## src/rtl/guard_timer_pkg.sv

```systemverilog
// Shared constants for the escalating watchdog: register offsets, the
// restart key and the width of the period exponent field.
package guard_timer_pkg;

    localparam int unsigned EXP_W = 4;

    localparam logic [7:0] OFS_CTRL    = 8'h00;
    localparam logic [7:0] OFS_PERIOD  = 8'h04;
    localparam logic [7:0] OFS_COUNT   = 8'h08;
    localparam logic [7:0] OFS_RESTART = 8'h0C;
    localparam logic [7:0] OFS_STATUS  = 8'h10;
    localparam logic [7:0] OFS_ACK     = 8'h14;

    localparam logic [31:0] RESTART_KEY = 32'h0000_0076;

    typedef struct packed {
        logic escalate;
        logic enable;
    } ctrl_t;

endpackage

```

## src/rtl/gt_regfile.sv

```systemverilog
// Register file of the watchdog. It decodes single-cycle read and write
// strobes, keeps the sticky enable, the mode bit and the programmed period
// exponent, and turns key writes and acknowledge reads into a restart pulse.
// Assumes: byte addresses, word-aligned registers, read data combinational.
module gt_regfile
    import guard_timer_pkg::*;
#(
    parameter int unsigned ADDR_W = 8,
    parameter int unsigned DATA_W = 32,
    parameter int unsigned CNT_W  = 32
) (
    input  logic              clk,
    input  logic              rst_n,
    input  logic              bus_wr,
    input  logic              bus_rd,
    input  logic [ADDR_W-1:0] bus_addr,
    input  logic [DATA_W-1:0] bus_wdata,
    output logic [DATA_W-1:0] bus_rdata,
    input  logic [CNT_W-1:0]  count_i,
    input  logic              pending_i,
    output logic              enable_o,
    output logic              escalate_o,
    output logic [EXP_W-1:0]  period_exp_o,
    output logic              restart_o,
    output logic              ack_o
);

    localparam logic [ADDR_W-1:0] A_CTRL    = ADDR_W'(OFS_CTRL);
    localparam logic [ADDR_W-1:0] A_PERIOD  = ADDR_W'(OFS_PERIOD);
    localparam logic [ADDR_W-1:0] A_COUNT   = ADDR_W'(OFS_COUNT);
    localparam logic [ADDR_W-1:0] A_RESTART = ADDR_W'(OFS_RESTART);
    localparam logic [ADDR_W-1:0] A_STATUS  = ADDR_W'(OFS_STATUS);
    localparam logic [ADDR_W-1:0] A_ACK     = ADDR_W'(OFS_ACK);
    localparam logic [DATA_W-1:0] KEY       = DATA_W'(RESTART_KEY);

    ctrl_t            ctrl_q;
    logic [EXP_W-1:0] exp_q;
    logic             wr_ctrl, wr_period, key_hit, ack_rd;

    // Address decode of the strobes that have side effects
    always_comb begin
        wr_ctrl   = bus_wr && (bus_addr == A_CTRL);
        wr_period = bus_wr && (bus_addr == A_PERIOD);
        key_hit   = bus_wr && (bus_addr == A_RESTART) && (bus_wdata == KEY);
        ack_rd    = bus_rd && (bus_addr == A_ACK);
    end

    // Control register: enable only ever sets, mode bit freely writable
    always_ff @(posedge clk) begin
        if (!rst_n) begin
            ctrl_q <= '0;
        end else if (wr_ctrl) begin
            ctrl_q.enable   <= ctrl_q.enable | bus_wdata[0];
            ctrl_q.escalate <= bus_wdata[1];
        end
    end

    // Programmed period exponent, consumed by the counter at restart
    always_ff @(posedge clk) begin
        if (!rst_n) begin
            exp_q <= '0;
        end else if (wr_period) begin
            exp_q <= bus_wdata[EXP_W-1:0];
        end
    end

    // Read data multiplexer, zero outside a read or on unmapped offsets
    always_comb begin
        bus_rdata = '0;
        if (bus_rd) begin
            if (bus_addr == A_CTRL)
                bus_rdata = DATA_W'({ctrl_q.escalate, ctrl_q.enable});
            else if (bus_addr == A_PERIOD)
                bus_rdata = DATA_W'(exp_q);
            else if (bus_addr == A_COUNT)
                bus_rdata = DATA_W'(count_i);
            else if (bus_addr == A_STATUS)
                bus_rdata = DATA_W'(pending_i);
        end
    end

    assign enable_o     = ctrl_q.enable;
    assign escalate_o   = ctrl_q.escalate;
    assign period_exp_o = exp_q;
    assign restart_o    = key_hit || ack_rd;
    assign ack_o        = ack_rd;

    AST_ENABLE_STICKY: assert property (@(posedge clk) disable iff (!rst_n)
        enable_o |=> enable_o);

endmodule

```

## src/rtl/gt_countdown.sv

```systemverilog
// Period down-counter. A restart latches the programmed exponent and loads
// 2^(BASE_SHIFT+e)-1; reaching zero while enabled produces a one-cycle
// expiry and an automatic reload with the latched exponent.
// Assumes: BASE_SHIFT + 2^EXP_W - 1 < CNT_W so every period fits.
module gt_countdown
    import guard_timer_pkg::*;
#(
    parameter int unsigned CNT_W      = 32,
    parameter int unsigned BASE_SHIFT = 16
) (
    input  logic             clk,
    input  logic             rst_n,
    input  logic             enable_i,
    input  logic             restart_i,
    input  logic [EXP_W-1:0] period_exp_i,
    output logic [CNT_W-1:0] count_o,
    output logic             expire_o
);

    typedef logic [CNT_W-1:0] cnt_t;

    localparam cnt_t ONE = CNT_W'(1);

    cnt_t             cnt_q;
    logic [EXP_W-1:0] live_exp_q;
    cnt_t             load_new, load_live;

    // Reload values for a fresh restart and for an automatic wrap
    always_comb begin
        load_new  = (ONE << (BASE_SHIFT + int'(period_exp_i))) - ONE;
        load_live = (ONE << (BASE_SHIFT + int'(live_exp_q))) - ONE;
    end

    // Expiry: zero reached while running and not overridden by a restart
    assign expire_o = enable_i && (cnt_q == '0) && !restart_i;

    // Exponent in force for the current period
    always_ff @(posedge clk) begin
        if (!rst_n) begin
            live_exp_q <= '0;
        end else if (restart_i) begin
            live_exp_q <= period_exp_i;
        end
    end

    // Count register: restart, wrap, decrement or hold
    always_ff @(posedge clk) begin
        if (!rst_n) begin
            cnt_q <= (ONE << BASE_SHIFT) - ONE;
        end else if (restart_i) begin
            cnt_q <= load_new;
        end else if (expire_o) begin
            cnt_q <= load_live;
        end else if (enable_i) begin
            cnt_q <= cnt_q - ONE;
        end
    end

    assign count_o = cnt_q;

    AST_STEP_DOWN: assert property (@(posedge clk) disable iff (!rst_n)
        enable_i && !restart_i && (count_o != '0) |=> count_o == $past(count_o) - ONE);
    AST_KEY_RELOAD: assert property (@(posedge clk) disable iff (!rst_n)
        restart_i |=> count_o == (ONE << (BASE_SHIFT + int'($past(period_exp_i)))) - ONE);
    AST_RESTART_WINS: assert property (@(posedge clk) disable iff (!rst_n)
        restart_i |-> !expire_o);
    AST_IDLE_HOLD: assert property (@(posedge clk) disable iff (!rst_n)
        !enable_i && !restart_i |=> $stable(count_o));

endmodule

```

## src/rtl/gt_response.sv

```systemverilog
// Two-stage response logic. Tracks the pending interrupt, escalates a
// second expiry (or any expiry in direct mode) into a reset pulse of fixed
// length, and clears the pending flag on acknowledge.
// Assumes: acknowledge and expiry never coincide (acknowledge restarts).
module gt_response #(
    parameter int unsigned RST_CYCLES = 8
) (
    input  logic clk,
    input  logic rst_n,
    input  logic expire_i,
    input  logic escalate_i,
    input  logic ack_i,
    output logic irq_o,
    output logic sys_rst_o
);

    localparam int unsigned PW = $clog2(RST_CYCLES + 1);
    localparam logic [PW-1:0] PULSE_LEN = PW'(RST_CYCLES);

    logic          pend_q;
    logic [PW-1:0] pulse_q;
    logic          fire;

    // A reset is due on direct-mode expiry or expiry with interrupt pending
    assign fire = expire_i && (!escalate_i || pend_q);

    // Pending interrupt: set on first-stage expiry, cleared by acknowledge
    always_ff @(posedge clk) begin
        if (!rst_n) begin
            pend_q <= 1'b0;
        end else if (ack_i) begin
            pend_q <= 1'b0;
        end else if (expire_i && escalate_i) begin
            pend_q <= 1'b1;
        end
    end

    // Reset pulse length counter, retriggered by every fire
    always_ff @(posedge clk) begin
        if (!rst_n) begin
            pulse_q <= '0;
        end else if (fire) begin
            pulse_q <= PULSE_LEN;
        end else if (pulse_q != '0) begin
            pulse_q <= pulse_q - 1'b1;
        end
    end

    assign irq_o     = pend_q;
    assign sys_rst_o = (pulse_q != '0);

    AST_FIRST_STAGE_IRQ: assert property (@(posedge clk) disable iff (!rst_n)
        expire_i && escalate_i |=> irq_o);
    AST_ESCALATE_RESET: assert property (@(posedge clk) disable iff (!rst_n)
        expire_i && escalate_i && irq_o |=> sys_rst_o);
    AST_DIRECT_RESET: assert property (@(posedge clk) disable iff (!rst_n)
        expire_i && !escalate_i |=> sys_rst_o);
    AST_ACK_CLEARS: assert property (@(posedge clk) disable iff (!rst_n)
        ack_i |=> !irq_o);
    AST_PULSE_CAUSE: assert property (@(posedge clk) disable iff (!rst_n)
        $rose(sys_rst_o) |-> $past(expire_i));

endmodule

```

## src/rtl/guard_timer.sv

```systemverilog
// Top of the escalating watchdog: register file, period counter and
// response logic. Assumes a single clock domain and single-cycle bus
// strobes; read data is valid in the same cycle as bus_rd.
module guard_timer #(
    parameter int unsigned ADDR_W     = 8,
    parameter int unsigned DATA_W     = 32,
    parameter int unsigned CNT_W      = 32,
    parameter int unsigned BASE_SHIFT = 16,
    parameter int unsigned RST_CYCLES = 8
) (
    input  logic              clk,
    input  logic              rst_n,
    input  logic              bus_wr,
    input  logic              bus_rd,
    input  logic [ADDR_W-1:0] bus_addr,
    input  logic [DATA_W-1:0] bus_wdata,
    output logic [DATA_W-1:0] bus_rdata,
    output logic              irq,
    output logic              sys_rst
);

    import guard_timer_pkg::*;

    logic             enable, escalate, restart, ack, expire;
    logic [EXP_W-1:0] period_exp;
    logic [CNT_W-1:0] count;

    gt_regfile #(
        .ADDR_W(ADDR_W),
        .DATA_W(DATA_W),
        .CNT_W (CNT_W)
    ) regs_i (
        .clk         (clk),
        .rst_n       (rst_n),
        .bus_wr      (bus_wr),
        .bus_rd      (bus_rd),
        .bus_addr    (bus_addr),
        .bus_wdata   (bus_wdata),
        .bus_rdata   (bus_rdata),
        .count_i     (count),
        .pending_i   (irq),
        .enable_o    (enable),
        .escalate_o  (escalate),
        .period_exp_o(period_exp),
        .restart_o   (restart),
        .ack_o       (ack)
    );

    gt_countdown #(
        .CNT_W     (CNT_W),
        .BASE_SHIFT(BASE_SHIFT)
    ) count_i (
        .clk         (clk),
        .rst_n       (rst_n),
        .enable_i    (enable),
        .restart_i   (restart),
        .period_exp_i(period_exp),
        .count_o     (count),
        .expire_o    (expire)
    );

    gt_response #(
        .RST_CYCLES(RST_CYCLES)
    ) resp_i (
        .clk       (clk),
        .rst_n     (rst_n),
        .expire_i  (expire),
        .escalate_i(escalate),
        .ack_i     (ack),
        .irq_o     (irq),
        .sys_rst_o (sys_rst)
    );

    AST_IDLE_QUIET: assert property (@(posedge clk) disable iff (!rst_n)
        !enable |-> !expire);

endmodule

```

## config.mk

```make
export PLATFORM = sky130hd
export DESIGN_NAME = guard_timer
export DESIGN_NICKNAME = d
export VERILOG_FILES = /design/src/rtl/guard_timer_pkg.sv /design/src/rtl/gt_regfile.sv /design/src/rtl/gt_countdown.sv /design/src/rtl/gt_response.sv /design/src/rtl/guard_timer.sv
export SDC_FILE = /design/constraint.sdc
export NUM_CORES = 1
export LEC_CHECK = 0
export BUFFER_PORTS_ARGS = -buffer_cell sky130_fd_sc_hd__buf_4
export CORE_MARGIN = 4
export CORE_UTILIZATION = 55
export DETAILED_ROUTE_END_ITERATION = 16
export PLACE_DENSITY = 0.81
export SYNTH_ARGS = -nofsm -noshare
export SYNTH_HDL_FRONTEND = slang
export SYNTH_SLANG_ARGS = --single-unit
```

## constraint.sdc

```tcl
create_clock -name clk -period 5.4 [get_ports clk]
set_input_delay 0.54 -clock clk [delete_from_list [all_inputs] [get_ports clk]]
set_output_delay 0.54 -clock clk [all_outputs]
set_load 0.02 [all_outputs]
```

==> results.toml <==
[sta]
period_share_pct = 82.3
slew_headroom_pct = 31.0
rsz0062_at_grt = "false"
worst_slack_ns = 0.955
finalHoldViolations = 0
fmax_mhz = 225
drv_slew = 0
setup_viol = 0
fin_crit_ns = 4.45
tightest_slew_ns = 1.02
fin_worst_skew_ns = 0.00753
fin_setup_tns_ns = 0

[floorplan]
dieArea_um2 = 7560
placementRows = 28
fp.dieW_um = 87.0
fp.coreArea_um2 = 5990
die_y_um = 87.0
ios = 78
start_util_pct = 57.2

[worst_setup_path]
crit_fanout = 36
crit_slowest_cell = "or4b_4"
cp.arrival_ns = 4.64
crit_family = "simple AND/OR/NAND/NOR gates"
path_cells = "buf_4 -> or4_4 -> nor4b_4 -> or4b_4 -> and2_4 -> nand2_1 -> ha_1 -> nand3_1 -> a211oi_1 -> a21oi_1 -> nor4_4 -> nand2b_1 -> a211o_1"
slowest_delay_ns = 0.63
crit_required_ns = 5.60
crit_path_end_kind = "register"
worstSetupStartpointType = "input pin"
cp_num_buf_inv = 1
crit_type = "input pin to register"

[grt]
grt_overflow = 0
antenna_found_initial = 0
track_usage_pct = 28.1
grt_max_degree = 37
grt_pass1_vias = 3620
grt_pass1_wl_mm = 17.3

[logic_synthesis]
synth.yosys.seq_area_share_pct = 27.4
synth.largest_area_cell = "dfxtp_1"
syn_nets = 513
ys_ff_latch = 47
synth_edf_count = 0
yosysMostFrequentCell = "nand2_1"
synth_cells = 466
synth_commonest_cells = "nand2_1 (54), dfxtp_1 (47), nor2_1 (43), a21oi_1 (34), and2_1 (28)"
ys.flop_type = "dfxtp_1"
synth_top_cell_area_share_pct = 27.4
synthDistinctLibCells = 69
synth_area_leaders = "dfxtp_1 (27%), nand2_1 (5.9%), and2_1 (5.1%)"
yosys_warnings = 0
async_flop_share_pct = 0
syn_area_um2 = 3430
synth.avg_cell_area_um2 = 7.36

[clock_tree]
htree_levels = 2
hold_buffers = 0
cts_tree = "yes"
cts_buffer_depth = 2
postCtsSetupBuffers = 0
path_clk_slew_ns = 0.10
ctsRootBufferMaster = "clkbuf_8"
worst_skew_pair.late_latency_ns = 0.30
clkSinkCount = 47
cts-buffers-inserted = 5
cts-resized-gates = 0

[placed_design]
hpwl_mm = 7.68
dp_slack_ns = 0.708
gp_congestion = 0.991
io_buffers = 77

[finish]
drive_above_1_share_pct = 20.6
diodes = 0
layout.nets = 575
nFillCells = 526
area_growth_pct = 19.6
seq_area_um2 = 941
multi_input_area_um2 = 2330

[pwr]
p_per_area_nw_per_um2 = 175
total_leakage_power_nw = 1.67
ir_worst_vdd_uv = 154

[routing]
via_per_inst = 6.34
drtIter0Drc = 542
num_vias = 3827
final_antenna_net_count = 0
drcViolationCount = 0
wl_per_cell_um = 17.5
wl_mm = 10.6
firstDrtPassIters = 5

[outcome]
outcome = "completed"

[job]
maxCapViolCount = 0

[worst_hold_path]
min_path_type = "input pin to register"
-- final timing paths --
kind,start,endpoint,slack (ns),depth (start not counted)
min reg2reg,count_i.count_o[27]$_SDFFE_PN0P_,count_i.count_o[27]$_SDFFE_PN0P_,0.52,2
min,bus_wdata[0],regs_i.enable_o$_SDFFE_PN0P_,0.50,3
max reg2reg,regs_i.enable_o$_SDFFE_PN0P_,count_i.count_o[31]$_SDFFE_PN0P_,1.64,9
max,bus_addr[1],count_i.count_o[26]$_SDFFE_PN0P_,0.95,13
-- tightest hold or removal path, stage by stage --
cell and delay, ns:
buf_4 0.10, a21oi_1 0.06, nor2_1 0.07
-- cell families (layout without fill, tap and decap cells) --
family                     Yosys count  in the layout  share of synthesized area [%]
xor gates and xnor gates            15             15                           3.83
and+or+nand+nor                    232            232                           36.6
adders and majority gates            3              3                           1.10
muxes                               11             11                           3.36
AOI/OAI and AO/OA                  120            120                           23.0
DFF                                 47             47                           27.4
buffers and inverters               38            101                           4.67
-- area by class of cell --
cell class,instances,area share [%]
inverter,12,1.10
clock buffer,6,1.77
timing repair buffer,81,14.8
sequential,47,22.9
multi-input combinational,381,56.8
clock inverter,2,0.305
tap,75,2.29
-- metrics by stage --
step | util, % | hold WS [ns] | power [mW] | instances | area [um2]
after floorplan | - | 0.470 | 0.454 | 466 | 3430
after global placement | 67.0 | 0.490 | 0.499 | 596 | 4020
after detailed placement | 67.0 | 0.506 | 0.507 | 596 | 4020
after CTS | 68.4 | 0.489 | 0.720 | 604 | 4100
after global routing | 68.4 | 0.494 | 0.752 | 604 | 4100
final | 68.4 | 0.499 | 0.718 | 604 | 4100
-- state kept, by name, summed over array words and instances (netlist names) --
name                 cells
count_i.count_o         32
count_i.live_exp_q       4
regs_i.enable_o          1
regs_i.escalate_o        1
regs_i.period_exp_o      4
resp_i.irq_o             1
resp_i.pulse_q           4
-- placed cells by master (no fill, tap or decap), drive strengths merged, types with 13 or more instances in the layout --
master and n:
nand3 25, a21oi 35, nor2 43, nand2 55, and2 29, o21ai 24
nor4 13, dfxtp 47, buf 81
-- per-layer routing --
| metal | GRT usage (%) | share of wire [%] | up-vias |
|---|---|---|---|
| met3 | 4.35 | 7.3 | 25 |
| li1 | - | - | 1833 |
| met1 | 38.4 | 44 | 1786 |
| met4 | 9.63 | 2.6 | 0 |
| met2 | 44.8 | 46 | 183 |
| met5 | 0 | 0 | - |
-- report_power, final --
group	leakage [nW]	internal [mW]	total [mW]	switching (mW)
logic	1.25	0.0630	0.129	0.0664
registers	0.380	0.359	0.370	0.0112
clock network	0.0412	0.0909	0.218	0.127
total	1.67	0.513	0.718	0.205
(Power assumes the default switching activity.)
